<file path="src/rtl/icache_lockctl.sv">
module icache_lockctl #(
  parameter int ADDR_W = 16,
  parameter int LINES  = 8,
  parameter int WORDS  = 4
) (
  input  logic              clk,
  input  logic              rst_n,
  input  logic              reg_we,
  input  logic              reg_sel,
  input  logic [ADDR_W-1:0] reg_wdata,
  input  logic              supervisor,
  output logic [ADDR_W-1:0] stat_addr,
  output logic [2:0]        stat_cmd,
  output logic              stat_enabled,
  output logic              stat_priv_err,
  input  logic              fill_valid,
  input  logic [ADDR_W-1:0] fill_addr,
  input  logic              fill_lock,
  input  logic              fill_inhibit,
  input  logic              f_req,
  input  logic [ADDR_W-1:0] f_addr,
  input  logic              f_inhibit,
  output logic              f_hit,
  output logic              f_from_buf
);
  localparam int OFF_W = $clog2(WORDS);
  localparam int IDX_W = $clog2(LINES);
  localparam int TAG_W = ADDR_W - IDX_W - OFF_W;
  localparam int LN_W  = ADDR_W - OFF_W;
  localparam logic [2:0] OP_IDLE = 3'd0, OP_UNL = 3'd1, OP_UNA = 3'd2,
                         OP_EN = 3'd3, OP_DIS = 3'd4;

  logic [TAG_W-1:0] tag_q [LINES];
  logic [LINES-1:0] valid_q, lock_q;
  logic             en_q, perr_q, cmd_sup_q;
  logic [2:0]       cmd_q;
  logic [ADDR_W-1:0] addr_q;
  logic             bb_vld_q;
  logic [LN_W-1:0]  bb_line_q;
  logic [WORDS-1:0] bb_avail_q;

  wire [IDX_W-1:0] f_idx  = f_addr[OFF_W +: IDX_W];
  wire [TAG_W-1:0] f_tag  = f_addr[ADDR_W-1 -: TAG_W];
  wire [OFF_W-1:0] f_off  = f_addr[OFF_W-1:0];
  wire [IDX_W-1:0] fl_idx = fill_addr[OFF_W +: IDX_W];
  wire [TAG_W-1:0] fl_tag = fill_addr[ADDR_W-1 -: TAG_W];
  wire [IDX_W-1:0] a_idx  = addr_q[OFF_W +: IDX_W];
  wire [TAG_W-1:0] a_tag  = addr_q[ADDR_W-1 -: TAG_W];

  wire arr_hit = en_q & valid_q[f_idx] & (tag_q[f_idx] == f_tag);
  wire bb_hit  = bb_vld_q & (bb_line_q == f_addr[ADDR_W-1:OFF_W]) & bb_avail_q[f_off];
  wire ul_hit  = valid_q[a_idx] & (tag_q[a_idx] == a_tag);
  wire fill_ok = fill_valid & ~fill_inhibit & en_q &
                 ~(lock_q[fl_idx] & (tag_q[fl_idx] != fl_tag));

  assign f_hit         = f_req & (f_inhibit ? bb_hit : arr_hit);
  assign f_from_buf    = f_req & f_inhibit & bb_hit;
  assign stat_addr     = addr_q;
  assign stat_cmd      = cmd_q;
  assign stat_enabled  = en_q;
  assign stat_priv_err = perr_q;

  always_ff @(posedge clk) begin
    if (!rst_n) begin
      valid_q <= '0;
      lock_q  <= '0;
      for (int i = 0; i < LINES; i++) tag_q[i] <= '0;
    end else begin
      if (fill_ok) begin
        valid_q[fl_idx] <= 1'b1;
        lock_q[fl_idx]  <= fill_lock;
        tag_q[fl_idx]   <= fl_tag;
      end
      if (cmd_q == OP_UNA) lock_q <= '0;
      else if (cmd_q == OP_UNL && ul_hit) lock_q[a_idx] <= 1'b0;
    end
  end

  always_ff @(posedge clk) begin
    if (!rst_n) begin
      addr_q    <= '0;
      cmd_q     <= OP_IDLE;
      cmd_sup_q <= 1'b0;
      en_q      <= 1'b0;
      perr_q    <= 1'b0;
    end else begin
      if (reg_we && !reg_sel) addr_q <= reg_wdata;
      if (reg_we && reg_sel) begin
        cmd_q     <= reg_wdata[2:0];
        cmd_sup_q <= supervisor;
      end else begin
        cmd_q <= OP_IDLE;
      end
      case (cmd_q)
        OP_EN, OP_DIS: begin
          if (cmd_sup_q) begin
            en_q   <= (cmd_q == OP_EN);
            perr_q <= 1'b0;
          end else begin
            perr_q <= 1'b1;
          end
        end
        OP_UNL, OP_UNA: perr_q <= 1'b0;
        default: ;
      endcase
    end
  end

  always_ff @(posedge clk) begin
    if (!rst_n) begin
      bb_vld_q   <= 1'b0;
      bb_line_q  <= '0;
      bb_avail_q <= '0;
    end else if (fill_valid && fill_inhibit) begin
      bb_vld_q   <= 1'b1;
      bb_line_q  <= fill_addr[ADDR_W-1:OFF_W];
      bb_avail_q <= '1;
    end else if (f_from_buf) begin
      bb_avail_q[f_off] <= 1'b0;
    end
  end
endmodule

</file>
<file path="config.mk">
export PLATFORM = sky130hd
export DESIGN_NAME = icache_lockctl
export DESIGN_NICKNAME = d
export VERILOG_FILES = /design/src/rtl/icache_lockctl.sv
export SDC_FILE = /design/constraint.sdc
export NUM_CORES = 1
export LEC_CHECK = 0
export BUFFER_PORTS_ARGS = -buffer_cell sky130_fd_sc_hd__buf_4
export CAP_MARGIN = 20
export CORE_MARGIN = 2
export CORE_UTILIZATION = 40
export CTS_BUF_LIST = sky130_fd_sc_hd__clkbuf_8
export DETAILED_ROUTE_END_ITERATION = 6
export GPL_ROUTABILITY_DRIVEN = 0
export MAX_ROUTING_LAYER = met4
export REMOVE_ABC_BUFFERS = 1
export SYNTH_ARGS = -nofsm -noshare
export SYNTH_HDL_FRONTEND = slang
export SYNTH_SLANG_ARGS = --single-unit
</file>
<file path="constraint.sdc">
create_clock -name clk -period 13.7 [get_ports clk]
set_clock_uncertainty 0.05 [all_clocks]
set_input_delay 4.11 -clock clk [delete_from_list [all_inputs] [get_ports clk]]
set_output_delay 4.11 -clock clk [all_outputs]
set_load 0.005 [all_outputs]
</file>
==> out/summary.txt, run 1 <==
number of synthesized flops with an enable pin: 88
clock-pin slew on the worst setup and hold paths: 0.08 ns
post-synth cell types: 50
critical path's slowest cell: mux4_2
vias per cell: 5.83
Synth top area share: 31.0%
count leader, synth: nor2_1
power per cell area: 107 nW/um^2
Max Clock Freq: 96.1 MHz
largest net degree at the start of global routing: 68
RSZ-0062 raised after global routing: no
total of max-cap violations: 0
WL/cell: 22.4 um
Lkg Pwr: 0.00349 uW
Slew headroom: 37.8%
TritonCTS Buffers: 17
crit path from: f_addr[2]
Worst-Margin Slew: 0.931 ns
share of cells above drive strength 1: 24.2%
Worst path top cell family by delay: multiplexers
initial antenna violation count: 0
CTS sink count: 148
flop and latch count out of synthesis: 148
final cycle utilization of the critical path: 76.0%
clk_lat worst skew: 0.47 ns
die area: 22500 um^2
crit-path max FO: 25
post_cts resized: 0
Crit path largest cell delay: 0.57 ns
drt drc: 0
Final setup viols: 0
Die X: 150 um
Post-synth top cells: 105 x nor2_1, 95 x nand2_1, 88 x edfxtp_1, 64 x mux2i_1, 60 x dfxtp_1
first-pass GRT wire length: 36.9 mm
Area growth syn-to-layout: 13.8%
Mapped Area: 8520 um^2
CTS tree: yes
Avg Synthesized Cell Area: 11.1 um^2
core area: 21000 um^2
register area share after synthesis: 45.1%
r2r startpoint: tag_q[6][2]
DRT Pass-1 Iters: 5
synth warn: 0
fin nets: 878
Synth area leader: edfxtp_1
worst hold path class: flip-flop to flip-flop
H-tree levels: 4
Clk Tree Root Cell: clkbuf_8
ys flop type: edfxtp_1
Total GRT Usage: 23.1%
initial core utilization: 40.7%
Max Root-Sink Buffers: 2
Hold Buf Count CTS: 0
hold wc startpoint: stat_addr[0]
Post-Syn Instances: 766
setup tns final: 0 ns
vias in the first global route: 6061
Hold Vio Cnt, Final: 0
total global routing overflow: 0
Peak VDD IR: 0.0483 mV
Die H: 150 um
Post-CTS Setup Repair Bufs: 0
arrival time at the worst endpoint: 6.25 ns
First DRT Iteration DRCs: 691
Tmin final: 10.41 ns
final WL: 24.8 mm
Worst EP required: 9.54 ns
via count: 6465
status: complete, no violations
Placement Rows: 53
diode count: 0
asr flop ratio synth: 0%
DRT antenna net count: 0
CP Cell Sequence: buf_4 > mux4_2 > mux2i_1 > xor2_1 > nand4_1 > o31ai_1 > buf_4
Worst setup EP type: primary output
Hold WS: 0.417 ns
IO buf count: 78
Startpoint Class: primary input
Slew Limit Fails: 0
Worst Path Buf+Inv: 2
# IOs: 81
CP Class: primary input to primary output
Detail Placement HPWL: 16.1 mm
Synth area leaders: edfxtp_1 31%, dfxtp_1 14%, mux4_2 11%, mux2i_1 7.5%, nor2_1 4.6%
CP dominant cell by count: buf_4
tightest hold or removal path: cells and delay by family, from the launching register on:
| family | cells | cell delay (ns) |
|---|---|---|
| AO/OA/AOI/OAI | 1 | 0.06 |
| flip-flops | 1 | 0.31 |
| AND/OR/NAND/NOR | 1 | 0.04 |
placed cells by master (no fill, tap or decap), types with 12 or more instances in the layout:
cell type  count
xor2_1        23
a21boi_0      42
edfxtp_1      88
mux4_2        43
o31ai_1       12
xnor2_1       24
mux2i_1       64
nor2_1       105
inv_1         14
clkbuf_8      21
dfxtp_1       60
buf_4         89
mux2_2        22
nand2_1       95
logic make-up after synthesis:
kind of cell / count (synthesis) / share of synthesized area [%]
DFF: 148 / 45.1
buffers and inverters: 69 / 4.29
AOI/OAI and AO/OA: 111 / 10.4
xor gates and xnor gates: 47 / 4.83
muxes: 130 / 22.0
and+or+nand+nor: 261 / 13.4
layout make-up:
| class | instances | area (um^2) |
|---|---|---|
| fill | 1970 | 11300 |
| multi-input combinational | 549 | 4310 |
| sequential | 148 | 3840 |
| timing repair buffer | 90 | 683 |
| tap | 275 | 344 |
| clock buffer | 21 | 289 |
| clock inverter | 11 | 170 |
| inverter | 14 | 52.6 |
per-stage QoR:
step	total power (uW)	utilization, %	cells	cell area (um^2)	worst slack (ns)
detailed placement	651	44.0	1074	9220	3.29
global placement	650	43.9	1073	9210	3.29
global route	1070	46.3	1108	9700	3.13
floorplan	586	-	711	8210	4.28
finish	1040	46.3	1108	9700	3.29
CTS	1040	46.2	1106	9670	3.29
report_power, final:
part / switching, uW / internal (uW) / total, uW
sequential: 14.6 / 486 / 500
clock: 174 / 219 / 393
combinational: 79.3 / 62.8 / 142
state kept, by name, indices dropped and copies added, names as in the netlist, named ones only:
signal         count
stat_enabled       1
stat_priv_err      1
bb_avail_q         4
bb_line_q         14
stat_addr         16
stat_cmd           3
cmd_sup_q          1
valid_q            8
bb_vld_q           1
lock_q             8
tag_q             88
metal layers:
layer	vias up	GRT usage [%]	wire length, um
li1	2931	-	-
met1	3197	30.5	10600
met2	290	35.9	11800
met3	47	4.15	1830
met4	0	8.16	699
met5	-	-	0
worst paths after layout:
check | depth (start not counted) | endpoint | slack (ns)
min reg2reg | 2 | stat_addr[0] | 0.42
max | 7 | f_hit | 3.29
min | 2 | stat_addr[0] | 0.42
max reg2reg | 8 | tag_q[5][8] | 9.91
Power figures use the tool's default switching activity.
==> inputs of run 2 (changes only) <==
==> constraint.sdc (replaced) <==
create_clock -name clk -period 10.5 [get_ports clk]
set_clock_uncertainty 0.05 [all_clocks]
set_input_delay 3.15 -clock clk [delete_from_list [all_inputs] [get_ports clk]]
set_output_delay 3.15 -clock clk [all_outputs]
set_load 0.005 [all_outputs]
==> out/summary.txt, run 2 (same netlist as run 1, synthesis figures left out) <==
share of cells above drive strength 1: 23.7% (was 24.2%)
Max Clock Freq: 117 MHz
Hold Vio Cnt, Final: 0 (unchanged)
IO buf count: 78 (unchanged)
vias in the first global route: 6254 (was 6061)
post_cts resized: 0 (unchanged)
placed cells: 1074 (unchanged)
clk_lat worst skew: 0.46 ns (was 0.47 ns)
Final Power: 1260 uW (was 1040 uW)
commonest cells after routing, fill and taps aside: 105 x nor2_1, 95 x nand2_1, 90 x buf_4 (was 105 x nor2_1, 95 x nand2_1, 89 x buf_4)
first-pass GRT wire length: 37.6 mm (was 36.9 mm)
Worst Path Buf+Inv: 2 (unchanged)
final WL: 25.1 mm (was 24.8 mm)
Area growth syn-to-layout: 12.5% (was 13.8%)
Total GRT Usage: 23.5% (was 23.1%)
Crit path largest cell delay: 0.59 ns (was 0.57 ns)
CTS sink count: 148 (unchanged)
RSZ-0062 raised after global routing: no (unchanged)
commonest non-fill, non-tap cell in the layout: nor2_1 (unchanged)
final cycle utilization of the critical path: 81.3%
Worst setup EP type: primary output (unchanged)
DRT Pass-1 Iters: 7 (was 5)
drt drc: 0 (unchanged)
Largest register FFs: 88 (unchanged)
diode count: 0 (unchanged)
CP dominant cell by count: buf_4 (unchanged)
Detail Placement HPWL: 16.2 mm (was 16.1 mm)
Non-Filler Instances: 1107 (was 1108)
Startpoint Class: primary input (unchanged)
Post-CTS Setup Repair Bufs: 0 (unchanged)
Die X: 150 um (unchanged)
clock-pin slew on the worst setup and hold paths: 0.08 ns (about the same)
Clk Tree Root Cell: clkbuf_8 (unchanged)
vias per cell: 5.77 (was 5.83)
fin nets: 878 (unchanged)
most flop-heavy register: tag_q (unchanged)
Placement Rows: 53 (unchanged)
arrival time at the worst endpoint: 5.34 ns (was 6.25 ns)
Worst path top cell family by delay: multiplexers (unchanged)
H-tree levels: 4 (unchanged)
initial core utilization: 40.7% (unchanged)
critical path's slowest cell: mux4_2 (unchanged)
setup tns final: 0 ns (unchanged)
Slew headroom: 36.9% (was 37.8%)
crit-path max FO: 25 (unchanged)
total global routing overflow: 0 (unchanged)
Lkg Pwr: 0.00346 uW (was 0.00349 uW)
DRT antenna net count: 0 (unchanged)
TritonCTS Buffers: 17 (unchanged)
Final setup viols: 0 (unchanged)
die area: 22500 um^2 (unchanged)
CP Class: primary input to primary output (unchanged)
CP Cell Sequence: buf_4 > mux4_2 > mux2i_1 > xor2_1 > nand4_1 > o31ai_1 > buf_4 (unchanged)
largest net degree at the start of global routing: 68 (unchanged)
CTS tree: yes (unchanged)
WL/cell: 22.7 um (was 22.4 um)
Hold Buf Count CTS: 0 (unchanged)
worst hold path class: flip-flop to flip-flop (unchanged)
power per cell area: 132 nW/um^2 (was 107 nW/um^2)
Max Root-Sink Buffers: 2 (unchanged)
via count: 6390 (was 6465)
Peak VDD IR: 0.0629 mV (was 0.0483 mV)
Die H: 150 um (unchanged)
total of max-cap violations: 0 (unchanged)
Tmin final: 8.54 ns
placed cell area: 9220 um^2 (unchanged)
Worst EP required: 7.30 ns (was 9.54 ns)
Slew Limit Fails: 0 (unchanged)
post-route cell area: 9590 um^2 (was 9700 um^2)
# IOs: 81 (unchanged)
core area: 21000 um^2 (unchanged)
initial antenna violation count: 0 (unchanged)
First DRT Iteration DRCs: 703 (was 691)
status: complete, no violations (unchanged)
Worst-Margin Slew: 0.945 ns (was 0.931 ns)
==> run 2: changes by cell type in the layout (fill, tap and decap cells not counted), moves of 2 or more <==
cell / previous run / this run
clkbuf_8: 21 / 17
inv_1: 14 / 18
bufinv_16: 4 / 2
clkinv_2: 2 / 4
inv_4: 1 / 3
inv_6: 2 / 0
==> run 2: area by class of cell <==
| type | count | area [um^2] |
|---|---|---|
| sequential | 148 | 3840 |
| clock inverter | 14 | 123 |
| fill | 1973 | 11400 |
| clock buffer | 17 | 234 |
| tap | 275 | 344 |
| timing repair buffer | 90 | 676 |
| inverter | 14 | 52.6 |
| multi-input combinational | 549 | 4310 |
==> run 2: report_power, final <==
part           switching [uW]  internal, uW  total (uW)
Combinational             105          81.7         187
Clock                     219           205         423
Sequential               18.5           634         652
==> run 2: final timing paths <==
| check | from | endpoint | slack [ns] | depth (start not counted) |
|---|---|---|---|---|
| setup / recovery | f_addr[2] | f_hit | 1.96 | 7 |
| hold / removal | stat_addr[1] | stat_addr[1] | 0.42 | 2 |
| setup reg to reg | tag_q[6][2] | tag_q[5][6] | 6.86 | 7 |
| hold reg to reg | stat_addr[1] | stat_addr[1] | 0.42 | 2 |
==> run 2: worst reg2reg max path, stage by stage (launching register included) <==
cell	delay [ns]
edfxtp_1	0.40
mux2i_1	0.10
mux4_2	0.48
xnor2_1	0.17
or3b_1	0.47
nor4_4	0.73
a31oi_2	0.19
nand2_1	0.67
==> run 2: per-stage QoR <==
step,hold slack (ns),setup slack (ns),utilization [%]
after floorplan,0.390,3.00,-
after global placement,0.404,2.01,44.0
after detailed placement,0.409,1.98,44.0
after CTS,0.428,1.97,45.7
after global routing,0.448,1.74,45.7
final,0.421,1.96,45.7
==> run 2: per-layer routing <==
metal	track usage [%]	vias to the layer above	routed length, um	share of wire (%)
met4	6.51	0	454	1.8
li1	-	2921	-	-
met5	-	-	0	0
met2	36.7	280	12000	48
met3	4.36	35	1940	7.7
met1	31.5	3154	10700	43
